### config.mk
export PLATFORM = sky130hd
export DESIGN_NAME = epdma_req_ctrl
export DESIGN_NICKNAME = d
export VERILOG_FILES = /design/src/rtl/epdma_pkg.sv /design/src/rtl/epdma_sync.sv /design/src/rtl/epdma_holdoff.sv /design/src/rtl/epdma_budget.sv /design/src/rtl/epdma_req_ctrl.sv
export SDC_FILE = /design/constraint.sdc
export NUM_CORES = 1
export LEC_CHECK = 0
export CORE_MARGIN = 4
export CORE_UTILIZATION = 50
export CTS_CLUSTER_DIAMETER = 120
export DETAILED_ROUTE_END_ITERATION = 8
export DONT_BUFFER_PORTS = 1
export GPL_TIMING_DRIVEN = 0
export HOLD_SLACK_MARGIN = 0.1
export PLACE_DENSITY = 0.7
export RECOVER_POWER = 50
export SLEW_MARGIN = 40
export SYNTH_ARGS = -nofsm -noshare
export SYNTH_HDL_FRONTEND = slang
export SYNTH_SLANG_ARGS = --single-unit
### constraint.sdc
create_clock -name clk -period 3.6 [get_ports clk]
set_clock_uncertainty 0.1 [all_clocks]
set_input_delay 0.72 -clock clk [delete_from_list [all_inputs] [get_ports clk]]
set_output_delay 0.72 -clock clk [all_outputs]
set_load 0.01 [all_outputs]
### src/rtl/epdma_pkg.sv
// Shared types for the endpoint DMA request port controller.
package epdma_pkg;
    // Transfer state: idle or running a multi-word transfer.
    typedef enum logic {
        ST_IDLE = 1'b0,
        ST_RUN  = 1'b1
    } epdma_state_e;
endpackage

### src/rtl/epdma_sync.sv
// Two-flop synchroniser for a bundle of asynchronous single-bit inputs.
// Assumes each bit is independent; no bus coherence is given.
module epdma_sync #(
    parameter int W = 3
) (
    input  logic         clk,
    input  logic         rst_n,
    input  logic [W-1:0] d_async,
    output logic [W-1:0] d_sync
);
    logic [W-1:0] meta_q;
    logic [W-1:0] sync_q;

    // Two register stages to settle metastability.
    always_ff @(posedge clk) begin
        if (!rst_n) begin
            meta_q <= '0;
            sync_q <= '0;
        end else begin
            meta_q <= d_async;
            sync_q <= meta_q;
        end
    end

    assign d_sync = sync_q;
endmodule

### src/rtl/epdma_holdoff.sv
// Counts bytes in groups of GRP_BYTES. At the end of each group it
// loads a pause of latency*UNIT cycles, during which hold is 1.
// Assumes byte_ev is a one-cycle event per byte moved.
module epdma_holdoff #(
    parameter int GRP_BYTES = 4,
    parameter int LAT_W     = 4,
    parameter int UNIT      = 17
) (
    input  logic             clk,
    input  logic             rst_n,
    input  logic             clr,
    input  logic             byte_ev,
    input  logic [LAT_W-1:0] latency,
    output logic             hold
);
    localparam int GW = (GRP_BYTES > 1) ? $clog2(GRP_BYTES) : 1;
    localparam int HW = $clog2(((1 << LAT_W) - 1) * UNIT + 1);
    localparam logic [GW-1:0] GRP_LAST = GW'(GRP_BYTES - 1);

    logic [GW-1:0] grp_q;
    logic [HW-1:0] cnt_q;
    logic          grp_end;

    assign grp_end = byte_ev && (grp_q == GRP_LAST);

    // Position of the current byte within its group.
    always_ff @(posedge clk) begin
        if (!rst_n || clr) begin
            grp_q <= '0;
        end else if (grp_end) begin
            grp_q <= '0;
        end else if (byte_ev) begin
            grp_q <= grp_q + 1'b1;
        end
    end

    // Pause counter: loaded at a group end, then counts down to zero.
    always_ff @(posedge clk) begin
        if (!rst_n || clr) begin
            cnt_q <= '0;
        end else if (grp_end && (latency != '0)) begin
            cnt_q <= HW'(latency) * HW'(UNIT);
        end else if (cnt_q != '0) begin
            cnt_q <= cnt_q - 1'b1;
        end
    end

    assign hold = (cnt_q != '0);
endmodule

### src/rtl/epdma_budget.sv
// Byte budget down-counter: loaded at start, lowered once per byte.
// Assumes dec is never asserted in the same cycle as load.
module epdma_budget #(
    parameter int CNT_W = 32
) (
    input  logic             clk,
    input  logic             rst_n,
    input  logic             load,
    input  logic [CNT_W-1:0] load_val,
    input  logic             dec,
    output logic             zero
);
    logic [CNT_W-1:0] rem_q;

    // Remaining byte count; saturates at zero.
    always_ff @(posedge clk) begin
        if (!rst_n) begin
            rem_q <= '0;
        end else if (load) begin
            rem_q <= load_val;
        end else if (dec && (rem_q != '0)) begin
            rem_q <= rem_q - 1'b1;
        end
    end

    assign zero = (rem_q == '0);
endmodule

### src/rtl/epdma_req_ctrl.sv
// Endpoint DMA request port controller (top).
// Runs the multi-word request/acknowledge/strobe handshake between an
// endpoint FIFO and an external DMA master, in either direction.
// Assumes bus_in is stable around the write strobe for at least the
// synchroniser delay, and that the FIFO pop/push act in the same cycle.
module epdma_req_ctrl #(
    parameter int DATA_W          = 8,
    parameter int LVL_W           = 10,
    parameter int FIFO_DEPTH      = 512,
    parameter int RCV_MARGIN      = 32,
    parameter int LAT_W           = 4,
    parameter int LAT_UNIT_CYCLES = 17,
    parameter int CNT_W           = 32
) (
    input  logic              clk,
    input  logic              rst_n,
    input  logic              cfg_go,
    input  logic              cfg_stop,
    input  logic              cfg_single,
    input  logic              cfg_dir_in,
    input  logic              cfg_strobe_rise,
    input  logic [LAT_W-1:0]  cfg_latency,
    input  logic              cfg_count_mode,
    input  logic [CNT_W-1:0]  cfg_count,
    input  logic              cfg_rcv_limit,
    input  logic [LVL_W-1:0]  fifo_level,
    input  logic              fifo_empty,
    input  logic              fifo_full,
    input  logic [DATA_W-1:0] fifo_rd_data,
    output logic              fifo_pop,
    output logic              fifo_push,
    output logic [DATA_W-1:0] fifo_wdata,
    input  logic              ext_ack,
    input  logic              ext_rd,
    input  logic              ext_wr,
    input  logic [DATA_W-1:0] bus_in,
    output logic [DATA_W-1:0] bus_out,
    output logic              bus_oe,
    output logic              req,
    output logic              req_n,
    output logic              done
);
    import epdma_pkg::*;

    localparam logic [LVL_W-1:0] LIMIT_LVL = LVL_W'(FIFO_DEPTH - RCV_MARGIN);

    epdma_state_e state_q;
    logic         active;
    logic         go_ok;
    logic [2:0]   hs_sync;
    logic         ack_s, rd_s, wr_s;
    logic         strb_sel, strb_q, strb_edge;
    logic         xfer, byte_ev, hold, budget_zero, budget_out;
    logic         room;

    assign active = (state_q == ST_RUN);
    assign go_ok  = cfg_go && !cfg_single;

    epdma_sync #(.W(3)) u_sync (
        .clk     (clk),
        .rst_n   (rst_n),
        .d_async ({ext_ack, ext_rd, ext_wr}),
        .d_sync  (hs_sync)
    );
    assign {ack_s, rd_s, wr_s} = hs_sync;

    // Previous value of the strobe for the selected direction.
    assign strb_sel = cfg_dir_in ? wr_s : rd_s;
    always_ff @(posedge clk) begin
        if (!rst_n) strb_q <= 1'b0;
        else        strb_q <= strb_sel;
    end

    assign strb_edge  = cfg_strobe_rise ? (strb_sel && !strb_q)
                                        : (!strb_sel && strb_q);
    assign budget_out = cfg_count_mode && budget_zero;
    assign xfer       = active && ack_s && strb_edge && !budget_out;
    assign fifo_pop   = xfer && !cfg_dir_in && !fifo_empty;
    assign fifo_push  = xfer && cfg_dir_in && !fifo_full;
    assign byte_ev    = fifo_pop || fifo_push;
    assign fifo_wdata = bus_in;
    assign bus_out    = fifo_rd_data;
    assign bus_oe     = active && !cfg_dir_in && ack_s;

    epdma_holdoff #(
        .GRP_BYTES (4),
        .LAT_W     (LAT_W),
        .UNIT      (LAT_UNIT_CYCLES)
    ) u_holdoff (
        .clk     (clk),
        .rst_n   (rst_n),
        .clr     (go_ok),
        .byte_ev (byte_ev),
        .latency (cfg_latency),
        .hold    (hold)
    );

    epdma_budget #(.CNT_W(CNT_W)) u_budget (
        .clk      (clk),
        .rst_n    (rst_n),
        .load     (go_ok),
        .load_val (cfg_count),
        .dec      (byte_ev && cfg_count_mode),
        .zero     (budget_zero)
    );

    // Whether the endpoint can take or give a byte in this direction.
    always_comb begin
        if (cfg_dir_in) begin
            room = cfg_rcv_limit ? (fifo_level < LIMIT_LVL) : !fifo_full;
        end else begin
            room = !fifo_empty;
        end
    end

    assign req   = active && !hold && room && !budget_out;
    assign req_n = !req;

    // Transfer state and done flag: go starts, stop or spent budget ends.
    always_ff @(posedge clk) begin
        if (!rst_n) begin
            state_q <= ST_IDLE;
            done    <= 1'b0;
        end else if (go_ok) begin
            state_q <= ST_RUN;
            done    <= 1'b0;
        end else if (active && (cfg_stop || budget_out)) begin
            state_q <= ST_IDLE;
            done    <= 1'b1;
        end
    end
endmodule

==> impl_results.md <==
* Htree depth at 2
* Clk buf depth at 2
* Hold_buf cts at 0
* Post-Synth Simple-Gate Area at 31.47%
* Complex-gate fraction of the synthesized area at 23.72%
* Register area at 1021 um2
* Layout Utilization at 54.57%
* Final HPWL DP at 6.563 mm
* Worst setup path category: reg2out
* First-pass GRT wire length at 13.76 mm
* Slew HR at 53.68%
* WHS at 0.3394 ns
* Multi-input logic area at 1876 um2
* Via/cell ratio at 6.703
* DRC viols at 0
* Top post-synthesis cells by area: dfxtp_1 (33%), or4_1 (6.2%), o21ai_0 (5.8%), o31ai_1 (4.1%), buf_4 (3.8%)
* Sw Share at 33.62%
* Fmax at 292.2 MHz
* Number of synthesized flops with an enable pin at 0
* Placeable Area at 5991 um2
* CP Max Fanout at 8
* Full die area at 7597 um2
* Distinct cells, synth at 51
* Status: finished, final reports clean
* Wire per inst at 18.49 um
* Synth top area share at 32.59%
* Mean Syn Cell Area at 8.013 um2
* Slew of the pin with the lowest slew margin at 0.6889 ns
* Sequential area share after synthesis at 32.59%
* Filler instances at 595
* FFs w/ async S/R, synth at 0%
* Top-count cell post-synth: dfxtp_1
* Total Wirelength at 8.766 mm
* Initial antenna violation count at 0
* Synth-to-layout area growth at 4.353%
* Synth Flop Type: dfxtp_1
* Pwr/cell area at 438.1 nW/um2
* DRT iter0 DRCs at 225
* Clock-pin slew on the worst setup and hold paths at 0.09 ns
* Die Span X at 87.16 um
* CTS buffer count at 5
* Sw Pwr at 481.5 uW
* Leak at 0.001025 uW
* CTS tree: done
* Internal power at 950.8 uW
* Die Ht at 87.16 um
* Worst setup SP type: flip-flop
* Max VDD drop at 0.0002814 V
* Pin count of the biggest net entering global routing at 16
* Routed via count at 3177
* Crit path DAT at 2.60 ns
* Register share of total power at 45.6%
* Hold Crit Class: reg2reg
* Largest area contributor in the netlist: dfxtp_1
* Required @ worst endpoint at 2.78 ns
* Cells after synthesis at 391
* Warnings from Yosys at 0
* CTS sink count at 51
* Final setup viols at 0
* Vias in the first global route at 2926
* Max-slew violation count at 0
* DRT Pass-1 Iters at 5
* Mapped cell area at 3133 um2
* RSZ-0062 raised after global routing: false
* Clock power frac at 25.7%
* Comb pwr share at 28.6%
* Commonest cells post-synth: dfxtp_1 (51), o21ai_0 (36), or4_1 (26)
* Mux contribution to synthesized area at 1.997%
* GR Overflow Total at 0
* Nets@finish at 478
* Clock latency on the worst-skew pair at 0.30 ns
* Ant. Diodes at 0
* Gpl congestion at 0.9190
* Register bit total from synthesis at 51
* Xor/xnor cell area share of the yosys netlist at 1.118%
* Critical Path End Type: primary output
* Initial Util at 52.30%
* Max Cap Viol at 0
* Share of layout cells above drive strength 1 at 4.511%
* Minimum clock period at 3.423 ns
* Row cnt at 28
* Main combinational cell family by area after synthesis: simple AND/OR/NAND/NOR gates
* Input/output buffers at 0
* Post-Synth Adder-Cell Area at 1.597%
* Gr usage total at 22.32%
* Clk root buf: clkbuf_8
* Final count of hold timing violations at 0
* Total negative slack at 0 ns
* Synthesized Nets at 471
* Routed Antenna Nets at 0
* IO Count at 98
* Final cycle utilization of the critical path at 95.08%
flip-flops by register name, summed over array words and instances (netlist names):
register / count
active: 1
u_holdoff.grp_q: 2
u_sync.d_sync: 3
u_holdoff.cnt_q: 8
done: 1
u_budget.rem_q: 32
strb_q: 1
u_sync.meta_q: 3
worst max-delay path: stages (launching register included):
cell	delay [ns]
dfxtp_1	0.36
or4_1	0.64
nor4_2	0.51
nand4_1	0.41
nand2_1	0.19
or4_1	0.18
cell usage in the layout, fill, tap and decap left out, drive strengths merged, types with 3 or more instances in the layout:
cell / count
or2: 3
a311oi: 5
nand3: 15
a21oi: 13
mux2i: 4
and2: 11
inv: 6
nor2: 15
nand4: 10
nor3b: 3
nor2b: 5
ha: 4
nand3b: 3
nand2: 19
a32o: 5
o21ai: 36
o41ai: 4
or3: 13
nand2b: 4
nor4: 10
nor3: 18
o211ai: 3
clkbuf: 45
or4: 28
a31oi: 19
dfxtp: 51
o31ai: 17
routing by layer:
layer,vias to the layer above,part of all wire (%),global-route usage (%)
met1,1480,43,29.53
met2,156,46,35.96
met5,-,0,0
met4,0,1.7,7.392
met3,20,9.1,5.014
li1,1521,-,-
final timing paths:
path / from / to / slack (ns) / cells after the start
max: u_budget.rem_q[7]$_SDFFE_PN0P_ / req_n / 0.18 / 5
min: u_sync.meta_q[0]$_SDFF_PN0_ / u_sync.d_sync[0]$_SDFF_PN0_ / 0.34 / 1
max reg2reg: u_budget.rem_q[7]$_SDFFE_PN0P_ / u_budget.rem_q[23]$_SDFFE_PN0P_ / 0.21 / 7
min reg2reg: u_sync.meta_q[0]$_SDFF_PN0_ / u_sync.d_sync[0]$_SDFF_PN0_ / 0.34 / 1
power groups by stage:
stage / clock [uW] / sequential [uW] / combinational (uW)
2_1_floorplan: 0 / 655 / 337
6_report: 369 / 654 / 410
4_1_cts: 375 / 653 / 414
3_3_place_gp: 0 / 664 / 406
3_5_place_dp: 0 / 666 / 412
5_1_grt: 397 / 661 / 460
timing repair:
item                       CTS  global route
hold endpoints to repair     0             0
gates resized for setup      0             1
setup endpoints to repair    0             4
setup buffers                0             0
final cells by class:
class	instances	share of cell area, %
Clock inverter	1	0.2296
Clock buffer	7	2.947
Buffer	40	4.669
Multi-Input combinational cell	294	57.37
Inverter	6	0.6889
Sequential cell	51	31.23
Tap cell	75	2.870
through the flow:
stage	std cells	total power, uW	worst slack (ns)	instance area, um2
global route	474	1518	0.07125	3269
global placement	466	1070	0.09900	3227
CTS	474	1442	0.03205	3331
finish	474	1432	0.1772	3269
floorplan	391	992.6	0.7221	3133
detailed placement	466	1078	0.08717	3227
cell families (layout without fill, tap and decap cells):
kind of cell | Yosys count | after routing
XOR/XNOR | 4 | 4
flip-flops | 51 | 51
multiplexers | 6 | 6
AND/OR/NAND/NOR | 166 | 166
AO/OA/AOI/OAI | 114 | 114
buffers and inverters | 46 | 54
adder cells (fa/ha/maj) | 4 | 4
No activity file was read; power rests on OpenSTA's default activity.
